==> config.mk <==
export PLATFORM = sky130hd
export DESIGN_NAME = quad_step_counter
export DESIGN_NICKNAME = d
export VERILOG_FILES = /design/src/rtl/qdec_pkg.sv /design/src/rtl/qdec_ctrl.sv /design/src/rtl/qdec_dp.sv /design/src/rtl/quad_step_counter.sv
export SDC_FILE = /design/constraint.sdc
export NUM_CORES = 1
export LEC_CHECK = 0
export BUFFER_PORTS_ARGS = -buffer_cell sky130_fd_sc_hd__buf_2
export CAP_MARGIN = 20
export CORE_ASPECT_RATIO = 0.6
export CORE_MARGIN = 2
export CORE_UTILIZATION = 30
export DETAILED_ROUTE_END_ITERATION = 10
export HOLD_SLACK_MARGIN = 0.06
export MAX_ROUTING_LAYER = met4
export PLACE_DENSITY = 0.59
export SKIP_CTS_REPAIR_TIMING = 1
export SLEW_MARGIN = 15
export SYNTH_ARGS = -nofsm -noshare
export SYNTH_HDL_FRONTEND = slang
export SYNTH_SLANG_ARGS = --single-unit
==> constraint.sdc <==
create_clock -name clk -period 3.2 [get_ports clk]
set_clock_uncertainty 0.15 [all_clocks]
set_input_delay 0.48 -clock clk [delete_from_list [all_inputs] [get_ports clk]]
set_output_delay 0.48 -clock clk [all_outputs]
set_load 0.01 [all_outputs]
==> src/rtl/qdec_pkg.sv <==
package qdec_pkg;
  // Strobes sent from the decoder to the counter datapath, one cycle each
  typedef struct packed {
    logic stepUp;
    logic stepDown;
    logic badJump;
  } qdecStrobe_t;
endpackage

==> src/rtl/qdec_ctrl.sv <==
module qdec_ctrl
  import qdec_pkg::*;
#(
  parameter int SYNC_STAGES = 2
) (
  input  logic        clk,
  input  logic        rstN,
  input  logic        phaseA,
  input  logic        phaseB,
  output qdecStrobe_t strobe
);
  localparam int LAST = SYNC_STAGES - 1;

  logic [LAST:0] syncA, syncB;
  logic [1:0]    curAB, prevAB;
  logic [1:0]    curPos, prevPos, delta;

  // synchronizer chain, depth chosen by parameter
  generate
    if (SYNC_STAGES == 1) begin : g_sync1
      always_ff @(posedge clk or negedge rstN) begin
        if (!rstN) begin
          syncA <= '0;
          syncB <= '0;
        end else begin
          syncA <= phaseA;
          syncB <= phaseB;
        end
      end
    end else begin : g_syncN
      always_ff @(posedge clk or negedge rstN) begin
        if (!rstN) begin
          syncA <= '0;
          syncB <= '0;
        end else begin
          syncA <= {syncA[LAST-1:0], phaseA};
          syncB <= {syncB[LAST-1:0], phaseB};
        end
      end
    end
  endgenerate

  assign curAB = {syncA[LAST], syncB[LAST]};

  // Previous sampled pair; tracked regardless of enable
  always_ff @(posedge clk or negedge rstN) begin
    if (!rstN) prevAB <= 2'b00;
    else       prevAB <= curAB;
  end

  // Position of a code in the forward cycle 00,01,11,10
  function automatic logic [1:0] cyclePos(input logic [1:0] code);
    case (code)
      2'b00:   cyclePos = 2'd0;
      2'b01:   cyclePos = 2'd1;
      2'b11:   cyclePos = 2'd2;
      default: cyclePos = 2'd3;
    endcase
  endfunction

  assign curPos  = cyclePos(curAB);
  assign prevPos = cyclePos(prevAB);
  assign delta   = curPos - prevPos;

  // classify the step by distance around the cycle
  always_comb begin
    strobe.stepUp   = (delta == 2'd1);
    strobe.stepDown = (delta == 2'd3);
    strobe.badJump  = (delta == 2'd2);
  end
endmodule

==> src/rtl/qdec_dp.sv <==
module qdec_dp
  import qdec_pkg::*;
#(
  parameter int CNT_W = 16
) (
  input  logic             clk,
  input  logic             rstN,
  input  logic             enable,
  input  qdecStrobe_t      strobe,
  input  logic             loadEn,
  input  logic [CNT_W-1:0] loadValue,
  output logic [CNT_W-1:0] count,
  output logic             dirUp,
  output logic             errSticky
);
  localparam logic [CNT_W-1:0] ONE = CNT_W'(1);

  // counter with load priority, wraps naturally
  always_ff @(posedge clk or negedge rstN) begin
    if (!rstN)                          count <= '0;
    else if (loadEn)                    count <= loadValue;
    else if (enable && strobe.stepUp)   count <= count + ONE;
    else if (enable && strobe.stepDown) count <= count - ONE;
  end

  // direction of the last valid step
  always_ff @(posedge clk or negedge rstN) begin
    if (!rstN)                          dirUp <= 1'b0;
    else if (enable && strobe.stepUp)   dirUp <= 1'b1;
    else if (enable && strobe.stepDown) dirUp <= 1'b0;
  end

  // sticky illegal-transition flag
  always_ff @(posedge clk or negedge rstN) begin
    if (!rstN)                         errSticky <= 1'b0;
    else if (enable && strobe.badJump) errSticky <= 1'b1;
  end
endmodule

==> src/rtl/quad_step_counter.sv <==
module quad_step_counter
  import qdec_pkg::*;
#(
  parameter int CNT_W       = 16,
  parameter int SYNC_STAGES = 2
) (
  input  logic             clk,
  input  logic             rstN,
  input  logic             enable,
  input  logic             phaseA,
  input  logic             phaseB,
  input  logic             loadEn,
  input  logic [CNT_W-1:0] loadValue,
  output logic [CNT_W-1:0] count,
  output logic             dirUp,
  output logic             errSticky
);
  qdecStrobe_t strobe;

  qdec_ctrl #(.SYNC_STAGES(SYNC_STAGES)) u_ctrl (
    .clk    (clk),
    .rstN   (rstN),
    .phaseA (phaseA),
    .phaseB (phaseB),
    .strobe (strobe)
  );

  qdec_dp #(.CNT_W(CNT_W)) u_dp (
    .clk       (clk),
    .rstN      (rstN),
    .enable    (enable),
    .strobe    (strobe),
    .loadEn    (loadEn),
    .loadValue (loadValue),
    .count     (count),
    .dirUp     (dirUp),
    .errSticky (errSticky)
  );
endmodule

# Word-level counts from Yosys, hierarchy flattened
# Index checks and enable logic that the tools add are counted.
[word_totals]
ff_bits = 24
elab_cells = 30
[op_classes]
n_addsub = 3
n_eq_ne = 7
mux = 7
n_reduce_logical = 7
[ops]
columns = ["op", "count"]
rows = [
  ["two-way mux 16 bit", 3],
  ["adder 16 x 1 -> 16 bit (second input constant)", 1],
  ["subtractor 16 x 1 -> 16 bit (second input constant)", 1],
  ["one-hot mux 2 bit (3 select lines)", 2],
  ["== test 2 bit (second input constant)", 4],
  ["== test 2 x 1 -> 1 bit (second input constant)", 3],
  ["zero test 2 bit", 2],
  ["logical AND 1 bit", 3],
  ["nonzero test 3 bit", 1],
  ["two-way mux 1 bit", 2],
  ["nonzero test 2 bit", 1],
  ["subtractor 2 bit", 1],
]

# Depth between registers and ports, before layout
[logic_depth]
word_depth = 8
ltp_mapped = 15

# Cells and area by module
# Synthesis repeated with hierarchy kept, for this count alone.
[hier_totals]
cells_unflattened = 216
area_unflattened_um2 = 1898.1
[modules_own_cells]
columns = ["module", "instances", "cells_each", "area_each_um2"]
rows = [
  ["qdec_dp", 1, 196, 1625.3],
  ["qdec_ctrl", 1, 20, 272.8],
]

# Worst setup path after synthesis
# Ideal clock, no wire load.
[synth_timing]
path_type = "register to register"
from = "register u_ctrl.syncB[1]"
to = "register u_dp.count[10]"
setup_time_ns = 0.124
t_arrival_ns = 2.999
t_required_ns = 2.926
slack_ns = -0.073
stages_incl_launch_ff = 15
n_path_buf = 0
synth_period_minus_slack_ns = 3.273
cell_sequence = "dfrtp_1 > inv_1 > ha_1 > ha_1 > xnor3_2 > nand2_4 > inv_1 > fa_1 > and2b_1 > o21ai_1 > a21oi_2 > nor2_2 > o31ai_2 > nor4b_1 > a211o_1"
[synth_between]
elab_chain_cells = 7
word_cells_on_any_way = 12
[synth_lines]
columns = ["element", "line", "rtl"]
rows = [
  ["start: declaration", "qdec_ctrl.sv:14", "logic [LAST:0] syncA, syncB;"],
  ["start signal: assignment", "qdec_ctrl.sv:37", "syncB <= {syncB[LAST-1:0], phaseB};"],
  ["== test 2 bit (tied with other cells)", "qdec_ctrl.sv:53", "case (code)"],
  ["one-hot mux 2 bit (3 select lines) (*)", "qdec_ctrl.sv:53", ""],
  ["subtractor 2 bit (*)", "qdec_ctrl.sv:63", "assign delta = curPos - prevPos;"],
  ["== test 2 x 1 -> 1 bit", "qdec_ctrl.sv:67", "strobe.stepUp = (delta == 2'd1);"],
  ["logical AND 1 bit", "qdec_dp.sv:22", "else if (enable && strobe.stepUp) count <= count + ONE;"],
  ["two-way mux 16 bit", "qdec_dp.sv:22", ""],
  ["two-way mux 16 bit", "qdec_dp.sv:21", "else if (loadEn) count <= loadValue;"],
  ["end signal: assignment", "qdec_dp.sv:21", ""],
  ["end signal: assignment", "qdec_dp.sv:22", ""],
  ["end signal: assignment", "qdec_dp.sv:23", "else if (enable && strobe.stepDown) count <= count - ONE;"],
  ["end: declaration", "qdec_dp.sv:12", "output logic [CNT_W-1:0] count,"],
]
# Every way passes the cells marked *; elsewhere a longest branch is shown, timed or not.
# A chain may end at the register's enable or synchronous reset.

# Worst setup path after layout
[layout_timing]
from = "register u_ctrl.prevAB[0]"
to = "register u_dp.count[15]"
[layout_between]
elab_chain_cells = 7
word_cells_on_any_way = 12
[layout_lines]
columns = ["element", "line", "rtl"]
rows = [
  ["start: declaration", "qdec_ctrl.sv:15", "logic [1:0] curAB, prevAB;"],
  ["start signal: assignment", "qdec_ctrl.sv:48", "else prevAB <= curAB;"],
  ["== test 2 bit (tied with other cells)", "qdec_ctrl.sv:53", ""],
  ["one-hot mux 2 bit (3 select lines) (*)", "qdec_ctrl.sv:53", ""],
  ["subtractor 2 bit (*)", "qdec_ctrl.sv:63", ""],
  ["== test 2 x 1 -> 1 bit", "qdec_ctrl.sv:67", ""],
  ["logical AND 1 bit", "qdec_dp.sv:22", ""],
  ["two-way mux 16 bit", "qdec_dp.sv:22", ""],
  ["two-way mux 16 bit", "qdec_dp.sv:21", ""],
]
# Marks and branches as above.

==> results.cfg <==
[yosys]
postSynthCellCount = 202
synth_top_area_cell = dfrtp_1
syn_avg_cell_area_um2 = 8.92
synth-edff-count = 0
synth_top_cell_area_share_pct = 33.3
syn_nets = 246
ys_types = 40
ys_top_cells_by_count = 26 x nand2_1, 24 x dfrtp_1, 21 x ha_1, 17 x a21oi_1, 15 x o21ai_0
ys_seq_elements = 24
synth_top_flop_cell = dfrtp_1
ys.warnings.count = 0
synthArstFlopShare_pct = 100
synth_area_leaders = dfrtp_1 33%, ha_1 15%, nand2_1 5.4%
syn_area_um2 = 1800
synth.most_common_cell = nand2_1
yosysSeqAreaShare_pct = 33.3

[pwr]
power_leakage_nw = 1.17
finalPower_mw = 1.68
p_per_area_nw_per_um2 = 655
peakVddDrop_mv = 0.269

[cts]
path_clk_slew_ps = 90
cts_buffer_depth = 2
cts_num_sinks = 24
clockRootBuffer = clkbuf_8
htreeDepth = 1
insertion_delay_ps = 270
cts_made_buffers = 3
cts_tree = done

[timing]
slew_headroom_pct = 60.0
tightest_slew_ps = 600
fin_tns_setup_ps = -447
rsz0062_at_grt = true
worst_slack_ps = -131
min_period_over_period_pct = 104
fmax_mhz = 300
min_period_ps = 3330
slew_viol_final = 0
setup_violations = 7
hold_violations = 0

[setup_path]
critical_path.max_stage_delay_ps = 430
worst-setup-path-type = reg2reg
cp.arrival_ps = 3370
endpoint_kind = flip-flop
worstPathMaxFanout = 6
worst_path_max_delay_cell = xnor3_2
crit_path_start_kind = flip-flop
cp_cell_sequence = inv_1 -> ha_1 -> inv_1 -> ha_2 -> xnor3_2 -> nand2_4 -> buf_4 -> ha_1 -> nand2_1 -> o21ai_2 -> a211oi_2 -> a21oi_2 -> mux2i_1 -> a21oi_1 -> a311oi_1
worstPathRequired_ps = 3240

[cells_and_area]
diodes = 0
layout.cells.non_filler = 350
nets = 315
fill_cells = 583
seq_area_um2 = 601
drive_above_1_share_pct = 40.0
fin_util_pct = 45.1
multiInputGateArea_um2 = 1350
area_growth_pct = 42.1

[floorplanning]
fp.dieW_um = 104
design.die.area_um2 = 6660
rows = 21
boundaryPins = 40
coreArea_um2 = 5680
die_h_um = 64.0
start_util_pct = 31.7

[placed_design]
placedCellCount = 339
pre_cts_ws_ps = -78.9
numPortBuffers = 39
dp_hpwl_um = 3440
gp_congestion = 0.882

[status]
outcome = finished with violations
violations = negative setup slack

[detailed_routing]
num_vias = 1686
antenna_left = 0
drc = 0
dr.first_iter.drc_count = 57
wl_per_cell_um = 14.2
first_pass_iters = 4
vias_per_cell = 4.82
wl_um = 4970

[global_route]
overflow = 0
grt_usage_pct = 14.9
grt_pass1_wl_um = 7690
grt_max_degree = 36
antenna_found_initial = 0
grt_pass1_vias = 1550

[hold_path]
min-delay-path-class = in2async

[job]
timing.max_cap.violations = 0
==> critical path, delay by kind of cell, from the launching register on <==
family                     cells  cell delay [ps]
AOI/OAI and AO/OA              5              800
adders and majority gates      3              780
muxes                          1              280
and+or+nand+nor                2              200
DFF                            1              360
buffers and inverters          3              250
xor gates and xnor gates       1              430
==> per-stage QoR <==
stage                     instance area, µm²  hold WS, ps
after floorplan                         1800         34.4
after global placement                  2250          189
after detailed placement                2250          188
after CTS                               2310         67.0
after global routing                    2560         82.6
final                                   2560         42.2
==> registers in the layout (all words and copies together), names as in the netlist <==
name            cells
u_dp.errSticky      1
u_ctrl.prevAB       2
u_dp.dirUp          1
u_ctrl.syncA        2
u_ctrl.syncB        2
u_dp.count         16
==> area by class of cell <==
| class | count | area share [%] |
|---|---|---|
| Timing Repair Buffer | 69 | 16.6 |
| Clock buffer | 4 | 2.15 |
| Multi-Input combinational cell | 166 | 52.9 |
| Inverter | 7 | 1.03 |
| Sequential cell | 24 | 23.5 |
| Tap cell | 80 | 3.91 |
==> placed cells by master (no fill, tap or decap), types with 2 or more instances in the layout <==
cell      netlist  layout
xnor2_1         7       7
ha_1           21      13
nand4_1         2       2
xor2_1          5       5
inv_1           7       6
dfrtp_1        24      24
buf_4           0      29
ha_4            0       7
a31oi_1         2       2
nand2b_1        4       4
nor2b_1         4       3
clkbuf_8        0       4
a21o_1          7       7
nor2_1         11      10
nor3b_1         3       3
o21ai_2         0       2
o21a_1          2       2
a21oi_1        17      13
o21ai_0        15      12
nand2_1        26      25
nor2_2          3       3
mux2i_1         4       4
o21ai_1         3       4
nand3_1         3       2
buf_2           1      39
nor3_1          5       5
a21oi_2         2       5
==> path summary, 6_finish.rpt <==
path	slack, ps	to	cells past startpoint	start
hold reg to reg	210	u_ctrl.syncB[1]	0	u_ctrl.syncB[0]
hold / removal	40	u_dp.errSticky	1	rstN
setup reg to reg	-130	u_dp.count[15]	15	u_ctrl.prevAB[0]
max in group asynchronous	2480	u_dp.count[7]	1	rstN
min in group clk	160	u_ctrl.syncA[0]	1	phaseA
setup / recovery	-130	u_dp.count[15]	15	u_ctrl.prevAB[0]
==> cell families after synthesis <==
family	count (synthesis)	synth area share [%]
xor gates and xnor gates	13	7.15
AOI/OAI and AO/OA	58	19.9
buffers and inverters	13	2.78
muxes	5	2.85
DFF	24	33.3
adders and majority gates	22	15.7
and+or+nand+nor	67	18.3
==> where the power goes <==
group | leakage, nW | internal (mW) | switching (mW)
Combinational | 0.859 | 0.532 | 0.521
Clock | 0.0288 | 0.110 | 0.106
Sequential | 0.284 | 0.353 | 0.0539
Total | 1.17 | 0.995 | 0.680
==> metal layers <==
layer | GRT usage, % | vias up | wire, µm
met4 | 2.53 | 0 | 27
met3 | 3.16 | 4 | 214
met1 | 22.1 | 793 | 2640
met2 | 21.1 | 35 | 2090
met5 | - | - | 0
li1 | - | 854 | -
Power figures use the tool's default switching activity.
